$ cat src/rtl/fsf_pkg.sv
package fsf_pkg;
  // Down-counting phase: wraps to len-1 after reaching zero.
  function automatic int next_phase(int cur, int len);
    return (cur == 0) ? len - 1 : cur - 1;
  endfunction

  // Saturating increment.
  function automatic int sat_inc(int v, int lim);
    return (v < lim) ? v + 1 : lim;
  endfunction
endpackage

$ cat src/rtl/fsf_shift_match.sv
module fsf_shift_match #(
  parameter int SYNC_W = 24,
  parameter logic [SYNC_W-1:0] SYNC_PAT = 24'b100000000001000000000010
) (
  input  logic clk,
  input  logic rst_n,
  input  logic bit_in,
  output logic match
);
  logic [SYNC_W-1:0] win;

  always_ff @(posedge clk) begin
    if (!rst_n) win <= '0;
    else        win <= {win[SYNC_W-2:0], bit_in};
  end

  assign match = (win == SYNC_PAT);
endmodule

$ cat src/rtl/fsf_phase_counter.sv
module fsf_phase_counter
  import fsf_pkg::*;
#(
  parameter int FRAME_LEN = 588,
  localparam int CW = $clog2(FRAME_LEN)
) (
  input  logic clk,
  input  logic rst_n,
  input  logic retime,
  input  logic stop,
  output logic due
);
  logic [CW-1:0] phase;
  logic          timed;

  always_ff @(posedge clk) begin
    if (!rst_n) begin
      phase <= '0;
      timed <= 1'b0;
    end else if (retime) begin
      phase <= CW'(FRAME_LEN - 1);
      timed <= 1'b1;
    end else if (stop) begin
      timed <= 1'b0;
    end else if (timed) begin
      phase <= CW'(next_phase(int'(phase), FRAME_LEN));
    end
  end

  assign due = timed && (phase == '0);
endmodule

$ cat src/rtl/fsf_lock_fsm.sv
module fsf_lock_fsm
  import fsf_pkg::*;
#(
  parameter int LOCK_HITS   = 2,
  parameter int LOSS_MISSES = 8,
  localparam int HW = $clog2(LOCK_HITS + 1),
  localparam int MW = $clog2(LOSS_MISSES + 1)
) (
  input  logic clk,
  input  logic rst_n,
  input  logic hit,
  input  logic miss,
  input  logic retime,
  output logic locked,
  output logic loss
);
  logic [HW-1:0] hits;
  logic [MW-1:0] misses;

  assign loss = locked && miss && (int'(misses) == LOSS_MISSES - 1);

  always_ff @(posedge clk) begin
    if (!rst_n) begin
      locked <= 1'b0;
      hits   <= '0;
      misses <= '0;
    end else if (retime) begin
      hits <= '0;
    end else if (hit) begin
      misses <= '0;
      if (!locked) begin
        hits <= HW'(sat_inc(int'(hits), LOCK_HITS));
        if (sat_inc(int'(hits), LOCK_HITS) >= LOCK_HITS) locked <= 1'b1;
      end
    end else if (miss) begin
      if (loss) begin
        locked <= 1'b0;
        misses <= '0;
        hits   <= '0;
      end else if (locked) begin
        misses <= MW'(sat_inc(int'(misses), LOSS_MISSES));
      end else begin
        hits <= '0;
      end
    end
  end
endmodule

$ cat src/rtl/fsf_agree_hold.sv
module fsf_agree_hold #(
  parameter int FRAME_LEN = 588,
  localparam int AW = $clog2(FRAME_LEN + 1)
) (
  input  logic clk,
  input  logic rst_n,
  input  logic load,
  output logic active
);
  logic [AW-1:0] left;

  always_ff @(posedge clk) begin
    if (!rst_n)           left <= '0;
    else if (load)        left <= AW'(FRAME_LEN);
    else if (left != '0)  left <= left - 1'b1;
  end

  assign active = (left != '0);
endmodule

$ cat src/rtl/frame_sync_flywheel.sv
module frame_sync_flywheel #(
  parameter int FRAME_LEN   = 588,
  parameter int SYNC_W      = 24,
  parameter logic [SYNC_W-1:0] SYNC_PAT = 24'b100000000001000000000010,
  parameter int LOCK_HITS   = 2,
  parameter int LOSS_MISSES = 8
) (
  input  logic clk,
  input  logic rst_n,
  input  logic chan_bit,
  output logic frame_strobe,
  output logic locked,
  output logic sync_agree
);
  logic sync_match;
  logic slot_due;
  logic slot_hit;
  logic slot_miss;
  logic retime_evt;
  logic loss_evt;

  fsf_shift_match #(.SYNC_W(SYNC_W), .SYNC_PAT(SYNC_PAT)) u_match (
    .clk(clk), .rst_n(rst_n), .bit_in(chan_bit), .match(sync_match));

  fsf_phase_counter #(.FRAME_LEN(FRAME_LEN)) u_phase (
    .clk(clk), .rst_n(rst_n), .retime(retime_evt), .stop(loss_evt), .due(slot_due));

  assign slot_hit   = slot_due && sync_match;
  assign slot_miss  = slot_due && !sync_match;
  assign retime_evt = sync_match && !slot_due && !locked;

  fsf_lock_fsm #(.LOCK_HITS(LOCK_HITS), .LOSS_MISSES(LOSS_MISSES)) u_lock (
    .clk(clk), .rst_n(rst_n), .hit(slot_hit), .miss(slot_miss),
    .retime(retime_evt), .locked(locked), .loss(loss_evt));

  fsf_agree_hold #(.FRAME_LEN(FRAME_LEN)) u_agree (
    .clk(clk), .rst_n(rst_n), .load(slot_hit), .active(sync_agree));

  assign frame_strobe = slot_due || retime_evt;
endmodule

$ cat config.mk
export PLATFORM = sky130hd
export DESIGN_NAME = frame_sync_flywheel
export DESIGN_NICKNAME = d
export VERILOG_FILES = /design/src/rtl/fsf_pkg.sv /design/src/rtl/fsf_shift_match.sv /design/src/rtl/fsf_phase_counter.sv /design/src/rtl/fsf_lock_fsm.sv /design/src/rtl/fsf_agree_hold.sv /design/src/rtl/frame_sync_flywheel.sv
export SDC_FILE = /design/constraint.sdc
export NUM_CORES = 1
export LEC_CHECK = 0
export ABC_CLOCK_PERIOD_IN_PS = 7600
export BUFFER_PORTS_ARGS = -buffer_cell sky130_fd_sc_hd__buf_2
export CAP_MARGIN = 15
export CORE_UTILIZATION = 65
export DETAILED_ROUTE_END_ITERATION = 7
export PLACE_DENSITY_LB_ADDON = 0.1
export SYNTH_ARGS = -nofsm -noshare
export SYNTH_HDL_FRONTEND = slang
export SYNTH_HIERARCHICAL = 1
export SYNTH_SLANG_ARGS = --single-unit
$ cat constraint.sdc
create_clock -name clk -period 7.6 [get_ports clk]
set_clock_uncertainty 0.15 [all_clocks]
set_input_delay 1.14 -clock clk [delete_from_list [all_inputs] [get_ports clk]]
set_output_delay 1.14 -clock clk [all_outputs]
set_load 0.02 [all_outputs]
==> summary.md <==
| Metric | Value |
|---|---|
| Initial Util | `0.676` |
| Peak VDD IR | `0.000159 V` |
| Internal | `379 uW` |
| Max-cap violation count | `0` |
| EDFF count, synth | `0` |
| Vias per inst | `5.94` |
| Routed WL | `3900 microns` |
| Slew headroom | `0.457` |
| DRC Markers | `0` |
| Synth cell types | `59` |
| Hold Vio Cnt, Final | `0` |
| ANT cells | `0` |
| Clock Tree Buf Depth | `2` |
| NetSw | `170 uW` |
| Hold buffer count at CTS | `0` |
| DR WL/cell | `13.8 microns` |
| Kind of critical path | `reg2out` |
| Syn. warnings | `6` |
| Setup Viol. Count Final | `0` |
| Initial antenna violation count | `0` |
| Critical Path Start Type | `flop` |
| # rows | `21` |
| Achievable Freq | `306 MHz` |
| First-pass GRT wire length | `5980 microns` |
| CP Capture Type | `output port` |
| Largest net degree at the start of global routing | `44` |
| Die W | `60.9 microns` |
| I/O pin total | `6` |
| Sequential area share after synthesis | `0.461` |
| Fin util | `0.711` |
| HP Class | `reg2reg` |
| Dpl cell area | `2310 sq um` |
| Clock share of power | `0.219` |
| CTS clk-pin slew, worst paths | `150 ps` |
| Vias | `1674` |
| Synth top area share | `0.461` |
| Family with the most delay on the worst path | `simple AND/OR/NAND/NOR gates` |
| Sequential Power Share | `0.558` |
| Top_reg_cell synth | `dfxtp_1` |
| GPL Wtd Cong | `0.787` |
| CTS tree | `built` |
| Post-CTS Setup Bufs | `0` |
| Worst path cell trace | `inv_1 -> ha_1 -> nor3b_1 -> nand3_1 -> buf_2` |
| CP bufs+invs | `2` |
| Avg Inst Size Synth | `9.89 sq um` |
| Period utilisation layout | `0.429` |
| Max FO, Critical Path | `7` |
| Async SR Flop Fraction | `0` |
| CTS H-tree lvls | `2` |
| CP max-delay cell | `nor3b_1` |
| Logic pwr share | `0.223` |
| Starting DRT DRC Count | `158` |
| Detail Route Antenna Nets | `0` |
| CP peak stage delay | `470 ps` |
| Leak Pwr | `0.000848 uW` |
| Mapped Area | `2260 sq um` |
| Filler cells | `264` |
| Vert. Die Dim | `60.9 microns` |
| Largest area contributor in the netlist | `dfxtp_1` |
| Outcome | `completed` |
| Worst slew pin tran | `808 ps` |
| Power Total | `549 uW` |
| Worst Path Required | `6310 ps` |
| Root Driver | `clkbuf_4` |
| Grt ovf | `0` |
| Mapped Cells | `228` |
| Cts repair resizes | `0` |
| Clk sinks | `52` |
| Final HPWL DP | `2750 microns` |
| Design area | `2370 sq um` |
| Die ar. | `3710 sq um` |
| Most common library cells after synthesis | `dfxtp_1 (52), and2_1 (24), nor2_1 (16)` |
| Clk_lat worst skew | `360 ps` |
| Arr. time, crit path | `1970 ps` |
| Power Dens Cells | `231 nW/um^2` |
| Most frequent cell after synthesis | `dfxtp_1` |
| IO buf count | `5` |
| Pins Over Slew Limit | `0` |
| R2R Setup Slk | `4590 ps` |
| CORE AREA | `3340 sq um` |
| Total negative slack | `0 ps` |
| #FFs+latches synth | `52` |
| Share of layout cells above drive strength 1 | `0.131` |
| CTS Buf Count | `5` |
| Vias in the first global route | `1403` |
| Top cells by area, synth | `dfxtp_1 (46%), and2_1 (6.7%), nor2_1 (2.7%)` |
| Post-synth net total | `235` |
| Layout area overhead | `5.10%` |
| GRT Overall Usage | `0.218` |
| Sw Share | `0.310` |
| Crit path time final | `3260 ps` |
| # nets final | `242` |
| Setup repair after global routing missed its margin | `false` |
| DR pass1 iterations | `4` |
-- area by class of cell --
type | instances | area, sq um | share of cell area
clock buffer | 6 | 41.3 | 0.0174
clock inverter | 2 | 16.3 | 0.00686
inverter | 12 | 45.0 | 0.0190
multi-input combinational | 159 | 1140 | 0.483
sequential | 52 | 1040 | 0.439
tap | 46 | 57.6 | 0.0243
timing repair buffer | 5 | 25.0 | 0.0106
-- stage by stage --
step	std cells	hold slack [ps]	setup WS, ps
after global routing	282	344	4110
after CTS	282	322	4330
after floorplan	228	271	4930
final	282	320	4340
after detailed placement	274	288	4630
after global placement	274	282	4830
-- cells by family after synthesis --
group | count (synthesis) | share of synthesized area
flip-flops | 52 | 0.461
AO/OA/AOI/OAI | 45 | 0.154
AND/OR/NAND/NOR | 101 | 0.296
buffers and inverters | 17 | 0.0311
multiplexers | 2 | 0.00887
XOR/XNOR | 7 | 0.0272
adder cells (fa/ha/maj) | 4 | 0.0222
-- registers in the layout (all words and copies together), names as in the netlist --
register and flops:
u_agree/left 10, u_lock/hits 2, u_lock/locked 1, u_lock/misses 4
u_match/win 24, u_phase/phase 10, u_phase/timed 1
-- layout by cell type, fill, tap and decap left out, types with 4 or more instances in the layout --
master / netlist / routed
a21oi_1: 9 / 9
and2_1: 24 / 24
buf_2: 1 / 5
clkbuf_4: 0 / 5
dfxtp_1: 52 / 52
ha_1: 4 / 4
inv_1: 12 / 12
nand2_1: 9 / 9
nand2b_1: 7 / 7
nand3_1: 5 / 5
nor2_1: 16 / 16
nor3_1: 5 / 5
o21ai_0: 5 / 5
o31a_1: 5 / 5
xor2_1: 5 / 5
-- worst paths after layout --
check	start	end	depth (start not counted)
max	u_agree/left[0]	sync_agree	5
min	u_match/win[1]	u_match/win[2]	1
max reg2reg	u_phase/phase[0]	u_phase/phase[2]	12
min reg2reg	u_match/win[1]	u_match/win[2]	1
-- power by group through the flow --
stage | logic, uW | registers, uW | clock network (uW)
finish | 122 | 306 | 120
global route | 135 | 309 | 134
CTS | 121 | 306 | 125
detailed placement | 121 | 312 | 0
global placement | 114 | 309 | 0
floorplan | 99.4 | 307 | 0
-- metal layers --
metal | GRT usage | vias to the layer above | share of wire
li1 | - | 833 | -
met5 | 0 | - | 0
met3 | 0.0554 | 8 | 0.035
met4 | 0.0844 | 0 | 0.016
met2 | 0.364 | 49 | 0.47
met1 | 0.271 | 784 | 0.48
No activity file was read; power rests on OpenSTA's default activity.
